`config.mk`:
```
export PLATFORM = sky130hd
export DESIGN_NAME = iw_issue_window
export DESIGN_NICKNAME = d
export VERILOG_FILES = /design/src/rtl/iw_pkg.sv /design/src/rtl/iw_window.sv /design/src/rtl/iw_hazard.sv /design/src/rtl/iw_select.sv /design/src/rtl/iw_issue_window.sv
export SDC_FILE = /design/constraint.sdc
export NUM_CORES = 1
export LEC_CHECK = 0
export BUFFER_PORTS_ARGS = -buffer_cell sky130_fd_sc_hd__buf_2
export CAP_MARGIN = 20
export CORE_UTILIZATION = 60
export DETAILED_ROUTE_END_ITERATION = 16
export GPL_ROUTABILITY_DRIVEN = 0
export PLACE_DENSITY = 0.82
export REMOVE_ABC_BUFFERS = 1
export SLEW_MARGIN = 40
export SYNTH_ARGS = -nofsm -noshare
export SYNTH_HDL_FRONTEND = slang
export SYNTH_SLANG_ARGS = --single-unit
```
`constraint.sdc`:
```
create_clock -name clk -period 17.6 [get_ports clk]
set_input_delay 4.4 -clock clk [delete_from_list [all_inputs] [get_ports clk]]
set_output_delay 4.4 -clock clk [all_outputs]
set_load 0.05 [all_outputs]
```
`src/rtl/iw_pkg.sv`:
```
package iw_pkg;

   // Instruction class; the numeric order also indexes the unit tables.
   typedef enum logic [1:0] {
      CL_INT = 2'd0,
      CL_FP  = 2'd1,
      CL_MEM = 2'd2,
      CL_BR  = 2'd3
   } iw_cls_e;

   localparam int unsigned IW_NUM_CLS = 4;

endpackage

```
`src/rtl/iw_window.sv`:
```
// Shift-register storage: compacts by the issued count and appends fetch lanes.
module iw_window
   import iw_pkg::*;
#(
   parameter int unsigned DEPTH = 4,
   parameter int unsigned REG_W = 5,
   parameter int unsigned CNT_W = 3
)(
   input  logic             clk,
   input  logic             rst_n,
   input  logic             flush,
   input  logic [CNT_W-1:0] n_issue_i,
   input  logic [DEPTH-1:0] f_vld_i,
   input  iw_cls_e          f_cls_i [DEPTH],
   input  logic [DEPTH-1:0] f_st_i,
   input  logic [DEPTH-1:0] f_wr_i,
   input  logic [REG_W-1:0] f_dst_i [DEPTH],
   input  logic [REG_W-1:0] f_s1_i  [DEPTH],
   input  logic [REG_W-1:0] f_s2_i  [DEPTH],
   output logic [DEPTH-1:0] f_rdy_o,
   output logic [DEPTH-1:0] vld_o,
   output iw_cls_e          cls_o [DEPTH],
   output logic [DEPTH-1:0] st_o,
   output logic [DEPTH-1:0] wr_o,
   output logic [REG_W-1:0] dst_o [DEPTH],
   output logic [REG_W-1:0] s1_o  [DEPTH],
   output logic [REG_W-1:0] s2_o  [DEPTH]
);

   typedef struct packed {
      iw_cls_e          cls;
      logic             st;
      logic             wr;
      logic [REG_W-1:0] dst;
      logic [REG_W-1:0] s1;
      logic [REG_W-1:0] s2;
   } ent_t;

   ent_t             q_e [DEPTH];
   ent_t             f_e [DEPTH];
   ent_t             d_e [DEPTH];
   logic [DEPTH-1:0] q_v;
   logic [DEPTH-1:0] d_v;

   for (genvar i = 0; i < DEPTH; i++) begin : g_lane
      assign f_e[i]   = {f_cls_i[i], f_st_i[i], f_wr_i[i], f_dst_i[i], f_s1_i[i], f_s2_i[i]};
      assign cls_o[i] = q_e[i].cls;
      assign st_o[i]  = q_e[i].st;
      assign wr_o[i]  = q_e[i].wr;
      assign dst_o[i] = q_e[i].dst;
      assign s1_o[i]  = q_e[i].s1;
      assign s2_o[i]  = q_e[i].s2;
   end
   assign vld_o = q_v;

   always_comb begin
      int   n_vld;
      int   rem;
      int   room;
      int   n_acc;
      int   shift;
      logic take;
      n_vld = 0;
      for (int i = 0; i < DEPTH; i++) begin
         n_vld = n_vld + int'(q_v[i]);
      end
      shift = int'(n_issue_i);
      rem   = n_vld - shift;
      room  = int'(DEPTH) - rem;
      for (int i = 0; i < DEPTH; i++) begin
         f_rdy_o[i] = !flush && (i < room);
      end
      n_acc = 0;
      take  = 1'b1;
      for (int i = 0; i < DEPTH; i++) begin
         if (take && f_vld_i[i] && f_rdy_o[i]) begin
            n_acc = n_acc + 1;
         end else begin
            take = 1'b0;
         end
      end
      for (int i = 0; i < DEPTH; i++) begin
         d_v[i] = 1'b0;
         d_e[i] = q_e[i];
         if (i < rem) begin
            if (i + shift < int'(DEPTH)) begin
               d_v[i] = 1'b1;
               d_e[i] = q_e[i + shift];
            end
         end else if (i - rem < n_acc) begin
            d_v[i] = 1'b1;
            d_e[i] = f_e[i - rem];
         end
      end
   end

   always_ff @(posedge clk) begin
      if (!rst_n || flush) begin
         q_v <= '0;
      end else begin
         q_v <= d_v;
      end
   end

   always_ff @(posedge clk) begin
      q_e <= d_e;
   end

endmodule

```
`src/rtl/iw_hazard.sv`:
```
// Per-slot in-group hazard: read-after-write on an older entry, or an older branch.
module iw_hazard
   import iw_pkg::*;
#(
   parameter int unsigned DEPTH = 4,
   parameter int unsigned REG_W = 5,
   parameter int unsigned IDX   = 0
)(
   input  iw_cls_e          cls_i [DEPTH],
   input  logic [DEPTH-1:0] wr_i,
   input  logic [REG_W-1:0] dst_i [DEPTH],
   input  iw_cls_e          me_cls,
   input  logic             me_st,
   input  logic [REG_W-1:0] me_s1,
   input  logic [REG_W-1:0] me_s2,
   output logic             blk_o
);

   logic store_me;
   assign store_me = (me_cls == CL_MEM) && me_st;

   always_comb begin
      logic raw;
      logic br_older;
      raw      = 1'b0;
      br_older = 1'b0;
      for (int k = 0; k < int'(IDX); k++) begin
         if (cls_i[k] == CL_BR) begin
            br_older = 1'b1;
         end
         if (wr_i[k] && (dst_i[k] == me_s1)) begin
            raw = 1'b1;
         end
         if (wr_i[k] && (dst_i[k] == me_s2) && !(store_me && (cls_i[k] == CL_INT))) begin
            raw = 1'b1;
         end
      end
      blk_o = raw || br_older;
   end

endmodule

```
`src/rtl/iw_select.sv`:
```
// In-order prefix selection against per-class unit budgets and the tail-slot rule.
module iw_select
   import iw_pkg::*;
#(
   parameter int unsigned DEPTH      = 4,
   parameter int unsigned N_INT      = 2,
   parameter int unsigned N_FP       = 2,
   parameter int unsigned N_MEM      = 1,
   parameter int unsigned N_BR       = 1,
   parameter bit          LAST_FP_BR = 1'b1,
   parameter int unsigned UNIT_W     = 3,
   parameter int unsigned CNT_W      = 3
)(
   input  logic [DEPTH-1:0]  vld_i,
   input  logic [DEPTH-1:0]  blk_i,
   input  iw_cls_e           cls_i [DEPTH],
   output logic [DEPTH-1:0]  go_o,
   output logic [UNIT_W-1:0] unit_o [DEPTH],
   output logic [CNT_W-1:0]  n_issue_o
);

   localparam int LIM  [IW_NUM_CLS] = '{int'(N_INT), int'(N_FP), int'(N_MEM), int'(N_BR)};
   localparam int BASE [IW_NUM_CLS] = '{0, int'(N_INT), int'(N_INT + N_FP), int'(N_INT + N_FP + N_MEM)};

   logic [DEPTH-1:0] slot_ok;

   if (LAST_FP_BR) begin : g_tail_rule
      for (genvar j = 0; j < DEPTH; j++) begin : g_slot
         if (j == DEPTH - 1) begin : g_last
            assign slot_ok[j] = (cls_i[j] == CL_FP) || (cls_i[j] == CL_BR);
         end else begin : g_any
            assign slot_ok[j] = 1'b1;
         end
      end
   end else begin : g_no_rule
      assign slot_ok = '1;
   end

   always_comb begin
      int   used [IW_NUM_CLS];
      int   n;
      int   c;
      logic open;
      for (int k = 0; k < int'(IW_NUM_CLS); k++) begin
         used[k] = 0;
      end
      n    = 0;
      open = 1'b1;
      for (int j = 0; j < DEPTH; j++) begin
         c         = int'(cls_i[j]);
         go_o[j]   = 1'b0;
         unit_o[j] = '0;
         if (open && vld_i[j] && !blk_i[j] && slot_ok[j] && (used[c] < LIM[c])) begin
            go_o[j]   = 1'b1;
            unit_o[j] = UNIT_W'(BASE[c] + used[c]);
            used[c]   = used[c] + 1;
            n         = n + 1;
         end else begin
            open = 1'b0;
         end
      end
      n_issue_o = CNT_W'(n);
   end

endmodule

```
`src/rtl/iw_issue_window.sv`:
```
module iw_issue_window
   import iw_pkg::*;
#(
   parameter int unsigned DEPTH      = 4,
   parameter int unsigned REG_W      = 5,
   parameter int unsigned N_INT      = 2,
   parameter int unsigned N_FP       = 2,
   parameter int unsigned N_MEM      = 1,
   parameter int unsigned N_BR       = 1,
   parameter bit          LAST_FP_BR = 1'b1,
   localparam int unsigned UNIT_W    = $clog2(N_INT + N_FP + N_MEM + N_BR),
   localparam int unsigned CNT_W     = $clog2(DEPTH + 1)
)(
   input  logic                    clk,
   input  logic                    rst_n,
   input  logic                    flush,
   input  logic [DEPTH-1:0]        fetch_valid,
   output logic [DEPTH-1:0]        fetch_ready,
   input  logic [2*DEPTH-1:0]      fetch_cls,
   input  logic [DEPTH-1:0]        fetch_store,
   input  logic [DEPTH-1:0]        fetch_wr,
   input  logic [REG_W*DEPTH-1:0]  fetch_dst,
   input  logic [REG_W*DEPTH-1:0]  fetch_src1,
   input  logic [REG_W*DEPTH-1:0]  fetch_src2,
   output logic [DEPTH-1:0]        issue_valid,
   output logic [UNIT_W*DEPTH-1:0] issue_unit,
   output logic [REG_W*DEPTH-1:0]  issue_dst
);

   if (DEPTH < 2) begin : g_chk_depth
      $error("iw_issue_window: DEPTH must be at least 2");
   end
   if (REG_W < 1) begin : g_chk_regw
      $error("iw_issue_window: REG_W must be at least 1");
   end
   if ((N_INT < 1) || (N_FP < 1) || (N_MEM < 1) || (N_BR < 1)) begin : g_chk_units
      $error("iw_issue_window: every class needs at least one unit");
   end

   iw_cls_e           f_cls [DEPTH];
   logic [REG_W-1:0]  f_dst [DEPTH];
   logic [REG_W-1:0]  f_s1  [DEPTH];
   logic [REG_W-1:0]  f_s2  [DEPTH];

   logic [DEPTH-1:0]  w_vld;
   iw_cls_e           w_cls [DEPTH];
   logic [DEPTH-1:0]  w_st;
   logic [DEPTH-1:0]  w_wr;
   logic [REG_W-1:0]  w_dst [DEPTH];
   logic [REG_W-1:0]  w_s1  [DEPTH];
   logic [REG_W-1:0]  w_s2  [DEPTH];

   logic [DEPTH-1:0]  blk;
   logic [DEPTH-1:0]  go;
   logic [UNIT_W-1:0] sel_unit [DEPTH];
   logic [CNT_W-1:0]  n_iss;
   logic [CNT_W-1:0]  n_iss_g;

   for (genvar i = 0; i < DEPTH; i++) begin : g_io
      assign f_cls[i] = iw_cls_e'(fetch_cls[2*i +: 2]);
      assign f_dst[i] = fetch_dst [REG_W*i +: REG_W];
      assign f_s1[i]  = fetch_src1[REG_W*i +: REG_W];
      assign f_s2[i]  = fetch_src2[REG_W*i +: REG_W];
      assign issue_unit[UNIT_W*i +: UNIT_W] = sel_unit[i];
      assign issue_dst [REG_W*i  +: REG_W]  = w_dst[i];
   end

   iw_window #(
      .DEPTH (DEPTH),
      .REG_W (REG_W),
      .CNT_W (CNT_W)
   ) u_win (
      .clk       (clk),
      .rst_n     (rst_n),
      .flush     (flush),
      .n_issue_i (n_iss_g),
      .f_vld_i   (fetch_valid),
      .f_cls_i   (f_cls),
      .f_st_i    (fetch_store),
      .f_wr_i    (fetch_wr),
      .f_dst_i   (f_dst),
      .f_s1_i    (f_s1),
      .f_s2_i    (f_s2),
      .f_rdy_o   (fetch_ready),
      .vld_o     (w_vld),
      .cls_o     (w_cls),
      .st_o      (w_st),
      .wr_o      (w_wr),
      .dst_o     (w_dst),
      .s1_o      (w_s1),
      .s2_o      (w_s2)
   );

   for (genvar i = 0; i < DEPTH; i++) begin : g_haz
      iw_hazard #(
         .DEPTH (DEPTH),
         .REG_W (REG_W),
         .IDX   (i)
      ) u_haz (
         .cls_i  (w_cls),
         .wr_i   (w_wr),
         .dst_i  (w_dst),
         .me_cls (w_cls[i]),
         .me_st  (w_st[i]),
         .me_s1  (w_s1[i]),
         .me_s2  (w_s2[i]),
         .blk_o  (blk[i])
      );
   end

   iw_select #(
      .DEPTH      (DEPTH),
      .N_INT      (N_INT),
      .N_FP       (N_FP),
      .N_MEM      (N_MEM),
      .N_BR       (N_BR),
      .LAST_FP_BR (LAST_FP_BR),
      .UNIT_W     (UNIT_W),
      .CNT_W      (CNT_W)
   ) u_sel (
      .vld_i     (w_vld),
      .blk_i     (blk),
      .cls_i     (w_cls),
      .go_o      (go),
      .unit_o    (sel_unit),
      .n_issue_o (n_iss)
   );

   assign n_iss_g     = flush ? '0 : n_iss;
   assign issue_valid = flush ? '0 : go;

endmodule

```
Word level (Yosys, flattened, before mapping) --
Cells that the tools add are included.
Storage, ports and cells: bits in registers 80, input port bits 83, output and inout bits 40, logic and storage cells 334
Cells by class: add/sub/neg operators 25, order comparisons 35, eq/ne operators 24, multiplexer cells 133, bitwise gates (word level) 13, reduce and logical (&&, ||, !) cells 79
Operators with widths (count):
- binary-select mux 32 bit (select 2 bit) | 12
- 2-to-1 mux 32 bit | 22
- 2-to-1 mux 19 bit | 28
- >= comparator 32 x 3 -> 1 bit, second input constant | 12
- 2-to-1 mux 128 bit | 3
- binary-select mux 19 bit (select 2 bit) | 8
- bitwise mux 128 bit | 2
- less-than comparator 32 bit | 8
- NOT 32 bit | 7
- adder 32 x 2 -> 32 bit, second input constant | 6
- demux 32 bit (select 2 bit) | 3
- bitwise AND 128 bit | 1
- less-than comparator 3 x 32 -> 1 bit, first input constant | 4
- NOT 2 -> 32 bit | 4
- less-than comparator 32 x 1 -> 1 bit, second input constant | 3
- less-than comparator 32 x 4 -> 1 bit, second input constant | 3
- adder 32 x 2 -> 32 bit | 2
- less-than comparator 1 x 32 -> 1 bit, first input constant | 2
- less-than comparator 2 x 32 -> 1 bit, first input constant | 2
- subtractor 3 x 32 -> 32 bit, first input constant | 2
- equality test 5 bit | 12
- logical AND 1 bit | 52
- 2-to-1 mux 3 bit | 15
- 2-to-1 mux 1 bit | 38
- 23 further kinds | 58

Logic depth before layout (Yosys ltp) --
word-level depth 44, gate-level depth with buffers 64, depth with buffers taken out 56

Cells and area by module --
A second synthesis with hierarchy kept.
Unflattened totals: cell total of the unflattened synthesis 772, area, all modules 10054.6 sq um
Modules (own cells, without submodules):
- iw_window | times used 1, cells each 527, area each 8135.3 sq um, seq. area each 2362.3 sq um
- iw_select | times used 1, cells each 139, area each 1056.0 sq um, seq. area each 0.0 sq um
- iw_hazard at g_haz[3].u_haz | times used 1, cells each 48, area each 389.1 sq um, seq. area each 0.0 sq um
- iw_hazard at g_haz[2].u_haz | times used 1, cells each 33, area each 280.3 sq um, seq. area each 0.0 sq um
- iw_hazard at g_haz[1].u_haz | times used 1, cells each 16, area each 138.9 sq um, seq. area each 0.0 sq um
- iw_issue_window | times used 1, cells each 7, area each 43.8 sq um, seq. area each 0.0 sq um
- iw_hazard at g_haz[0].u_haz | times used 1, cells each 2, area each 11.3 sq um, seq. area each 0.0 sq um

Worst setup path after synthesis --
OpenSTA, ideal clock, no wires.
path kind register to output, from reg u_win.q_e, in the netlist u_win.dst_o[17], to out fetch_ready[0], data arrival time 9763 ps, data required time 13200 ps, slack 3437 ps, stages on the path, launching flop included 42, path buffers 7, path through edfxtp_1 -> buf_4 -> xor2_1 -> nor3_1 -> and3_1 -> o21ai_0 -> and3_1 -> clkbuf_1 -> nand3_1 -> o21ai_0 -> a22o_1 -> ha_1 -> nor3_1 -> o21ai_1 -> nor4_2 -> o31ai_4 -> nand2b_1 -> a211oi_1 -> [... 6 more ...] -> nor2b_1 -> mux2_4 -> buf_6 -> buf_6 -> buf_4 -> buf_4 -> ha_1 -> inv_1 -> fa_1 -> fa_1 -> buf_1 -> inv_1 -> ha_1 -> xnor2_1 -> a221o_1 -> a221o_1 -> inv_2 -> a21o_1
On the way: word-level cells in the longest chain between the ends 26, elaborated cells between the ends (all ways) 66, classes of those cells add/sub: 5; order compare: 3; eq/ne: 6; mux: 27; reduce/logical: 25
RTL lines:
- start: declaration | RTL line iw_window.sv:39 | ent_t q_e [DEPTH];
- start signal: assignment | RTL line iw_window.sv:106 | q_e <= d_e;
- equality test 5 bit (on tied branches) | RTL line iw_hazard.sv:31, iw_hazard.sv:34
- logical AND 1 bit (on tied branches) | RTL line iw_hazard.sv:31, iw_hazard.sv:34
- 2-to-1 mux 1 bit or logical AND 1 bit (tied branches) | RTL line iw_hazard.sv:31, iw_hazard.sv:34
- 2-to-1 mux 1 bit | RTL line iw_hazard.sv:34 | if (wr_i[k] && (dst_i[k] == me_s2) && !(store_me && (cls_i[k] == CL_INT))) begin
- logical OR 1 bit | RTL line iw_hazard.sv:38 | blk_o = raw || br_older;
- logical NOT 1 bit | RTL line iw_select.sv:53 | if (open && vld_i[j] && !blk_i[j] && slot_ok[j] && (used[c] < LIM[c])) begin
- logical AND 1 bit (2 in series) | RTL line iw_select.sv:53
- 2-to-1 mux 128 bit | RTL line iw_select.sv:53
- [... 9 more ...]
- less-than comparator 32 bit | RTL line iw_select.sv:53
- logical AND 1 bit | RTL line iw_select.sv:53
- 2-to-1 mux 3 bit (*) | RTL line iw_select.sv:53
- 2-to-1 mux 3 bit (*) | RTL line iw_issue_window.sv:129 | assign n_iss_g = flush ? '0 : n_iss;
- subtractor 32 x 4 -> 32 bit (*) | RTL line iw_window.sv:68 | rem = n_vld - shift;
- subtractor 4 x 32 -> 32 bit (*) | RTL line iw_window.sv:69 | room = int'(DEPTH) - rem;
- less-than comparator 1 x 32 -> 1 bit (*) | RTL line iw_window.sv:71 | f_rdy_o[i] = !flush && (i < room);
- logical AND 1 bit (*) | RTL line iw_window.sv:71
- end: declaration | RTL line iw_issue_window.sv:18 | output logic [DEPTH-1:0] fetch_ready,
Every way passes the cells marked *; elsewhere a longest branch is shown, timed or not. The select of a mux whose other input is x is not followed.

Worst setup path after layout --
from reg u_win.q_e, in the netlist u_win.dst_o[17], to out fetch_ready[1]
On the way: word-level cells in the longest chain between the ends 26, elaborated cells between the ends (all ways) 66, classes of those cells add/sub: 5; order compare: 3; eq/ne: 6; mux: 27; reduce/logical: 25
RTL lines (RTL line):
- equality test 5 bit (on tied branches) | iw_hazard.sv:31, iw_hazard.sv:34
- logical AND 1 bit (on tied branches) | iw_hazard.sv:31, iw_hazard.sv:34
- 2-to-1 mux 1 bit or logical AND 1 bit (tied branches) | iw_hazard.sv:31, iw_hazard.sv:34
- 2-to-1 mux 1 bit | iw_hazard.sv:34
- logical OR 1 bit | iw_hazard.sv:38
- logical NOT 1 bit | iw_select.sv:53
- logical AND 1 bit (2 in series) | iw_select.sv:53
- 2-to-1 mux 128 bit | iw_select.sv:53
- [... 9 more ...]
- less-than comparator 32 bit | iw_select.sv:53
- logical AND 1 bit | iw_select.sv:53
- 2-to-1 mux 3 bit (*) | iw_select.sv:53
- 2-to-1 mux 3 bit (*) | iw_issue_window.sv:129
- subtractor 32 x 4 -> 32 bit (*) | iw_window.sv:68
- subtractor 4 x 32 -> 32 bit (*) | iw_window.sv:69
- less-than comparator 2 x 32 -> 1 bit (*) | iw_window.sv:71
- logical AND 1 bit (*) | iw_window.sv:71
Marks and branches as above.

==> Flow_metrics.wiki <==
{| class="wikitable"
! Metric !! Value
|-
| Post-synthesis share of cell area spent on and, or, nand and nor gates || 0.100
|-
| Largest fanout on the critical path || 43
|-
| Main combinational cell family by area after synthesis || multiplexers
|-
| Max Clock Skew || 0.00738 ns
|-
| Type of the setup path with the least slack || register to output port
|-
| Buffer cell driving the clock tree root || clkbuf_16
|-
| Shortest period the worst path allows || 15.40 ns
|-
| Fraction of layout instances using a drive strength above 1 || 0.355
|-
| Number of nets in the layout || 1049
|-
| Die span in x || 129 microns
|-
| Post-synth EDFFs || 76
|-
| Stage delay of the slowest cell on the critical path || 1.24 ns
|-
| Cts-stage hold buffer count || 0
|-
| Result of the run || finished, final reports clean
|-
| TritonCTS clock tree || done
|-
| Area fraction in compound gates after synthesis || 0.110
|-
| Initial DRT Pass Iterations || 6
|-
| Total Routing Usage GR || 0.337
|-
| WL final || 27000 microns
|-
| Depth of the CTS H-tree || 3
|-
| Async set-or-reset flop fraction in the synthesized netlist || 0
|-
| Vias || 8119
|-
| Synthesized area || 0.00965 sq mm
|-
| Number of vias per cell after detailed routing || 7.12
|-
| Number of DRC markers after the initial detailed-route iteration || 964
|-
| Layout area overhead || 10.3%
|-
| Highest attainable clock frequency || 0.0649 GHz
|-
| Effective utilization at floorplan || 0.612
|-
| Crit path capture type || output port
|-
| Clock tree buffer depth || 2
|-
| Number of cells produced by synthesis || 853
|-
| Average instance area after synthesis || 11.3 sq um
|-
| Die Footprint || 0.0166 sq mm
|-
| Slew at the pin closest to its max-slew limit || 0.730 ns
|-
| Part of the Yosys area used for sequential elements || 0.245
|-
| Highest-delay cell along the critical path || fa_4
|-
| Post-CTS setup buffer count || 0
|-
| Antenna diode count || 0
|-
| Cell seen most often among critical-path stages || ha_1
|-
| Max_slew headroom || 0.514
|-
| DRC || 0
|-
| Multiplexer share of the synthesized area || 0.354
|-
| XOR/XNOR Fraction of Synth Area || 0.0680
|-
| Per-cell routed wire length || 23.7 microns
|-
| HP Class || register to register
|-
| Pin count of the biggest net entering global routing || 61
|-
| CP Launch Type || register
|-
| Adder-cell area share of the yosys netlist || 0.0648
|-
| Arrival @ worst endpoint || 11.00 ns
|-
| Number of storage elements in the synthesis netlist || 80
|-
| Syn. warnings || 0
|-
| Inserted Clock Buffers || 9
|-
| Number of placement rows || 46
|-
| Final TNS setup || 0 ns
|-
| Final setup fails || 0
|-
| Core Area || 0.0158 sq mm
|-
| # clock sinks || 80
|-
| Post-DP HPWL || 18800 microns
|-
| Hold_sp || u_win.s1_o[16]
|-
| Routed Antenna Nets || 0
|-
| I/O Pins || 123
|-
| Count of unique library cells instantiated by Yosys || 74
|-
| Number of antenna violations at the first check in global routing || 0
|-
| Most used DFF post-synth || edfxtp_1
|-
| Critical R2R Launch || u_win.dst_o[17]
|-
| Global-route wire length before repair || 42400 microns
|-
| Portion of the clock cycle consumed by the worst path in the final layout || 0.875
|-
| IO Port Bufs || 122
|-
| Required time of the worst setup path || 13.20 ns
|-
| Startpoint of the most critical setup path || u_win.dst_o[17]
|-
| Post-CTS Resized || 0
|-
| Chip Height || 129 microns
|-
| Number of max-capacitance violations reported || 0
|-
| Clock-pin slew on the worst setup and hold paths || 0.07 ns
|-
| Via count of the first global-routing pass || 7764
|-
| GRT Residual Overflow || 0
|-
| Final count of hold timing violations || 0
|-
| Clock latency on the worst-skew pair || 0.34 ns
|-
| RSZ-0062 raised after global routing || no
|-
| Count of pins over their slew limit || 0
|}
==> worst paths after layout <==
path	to	slack, ns	cells past startpoint
max	fetch_ready[1]	2.20	36
min	u_win.s1_o[16]	0.72	2
max reg2reg	u_win.s1_o[5]	3.26	51
min reg2reg	u_win.s1_o[16]	0.72	2
==> through the flow <==
| stage | setup WS, ns | utilization | cell area [sq um] | cells | hold WS (ns) |
|---|---|---|---|---|---|
| after floorplan | 1.54 | - | 9270 | 774 | 0.648 |
| after global placement | 3.09 | 0.650 | 10300 | 1122 | 0.682 |
| after detailed placement | 2.73 | 0.654 | 10300 | 1123 | 0.696 |
| after CTS | 2.33 | 0.673 | 10600 | 1139 | 0.711 |
| after global routing | 1.53 | 0.675 | 10600 | 1140 | 0.758 |
| final | 2.20 | 0.675 | 10600 | 1140 | 0.720 |
==> synthesized netlist by cell type (all sizes together) (35+ instances only) <==
cell    instances  share of area
xor2           35          0.032
mux4          114           0.27
o221ai         38          0.034
ha             42          0.054
mux2           39          0.046
edfxtp         76           0.24
mux2i          41          0.043
nand2          68          0.026
clkbuf         50          0.019
inv            43          0.017
xnor2          40          0.036
==> layer usage <==
metal / wire (microns) / track usage / vias to the layer above
li1: - / - / 3509
met4: 1220 / 0.157 / 0
met2: 12700 / 0.540 / 556
met1: 10100 / 0.453 / 3954
met3: 2920 / 0.0520 / 100
met5: 0 / 0 / -
==> critical path, delay by kind of cell, from the launching register on <==
| family | cells | cell delay (ns) |
|---|---|---|
| flops | 1 | 0.58 |
| fa+ha+maj | 6 | 2.88 |
| xor+xnor | 2 | 0.43 |
| mux | 1 | 0.48 |
| buf+inv | 5 | 0.86 |
| compound gates | 12 | 2.82 |
| simple gates | 10 | 2.59 |
==> registers in the layout, indices dropped and copies added (netlist names) <==
name / count
u_win.cls_o: 8
u_win.dst_o: 20
u_win.wr_o: 4
u_win.st_o: 4
u_win.s2_o: 20
u_win.s1_o: 20
u_win.vld_o: 4
==> area by class of cell <==
class	instances	area, sq um
sequential	80	2360
clock inverter	5	80.1
multi-input combinational	651	6800
clock buffer	11	233
tap	216	270
timing repair buffer	134	737
inverter	43	161
fill	1158	5120
==> cells by family (layout without fill, tap and decap cells) <==
logic type / Yosys count / after routing
AOI/OAI and AO/OA: 136 / 136
xor gates and xnor gates: 75 / 75
adders and majority gates: 47 / 47
buffers and inverters: 125 / 193
DFF: 80 / 80
muxes: 194 / 194
other: 1 / 4
and+or+nand+nor: 195 / 195
==> cells in the final DEF, fill, tap and decap left out, types with 38 or more instances in the layout <==
cell	instances
buf_2	122
edfxtp_1	76
ha_1	41
inv_1	41
mux2_2	38
mux2i_1	41
mux4_2	114
nand2_1	63
o221ai_1	38
xnor2_1	40
Power is not shown: default switching activity piles up to over one toggle a cycle in this logic, so the estimate is an artifact.
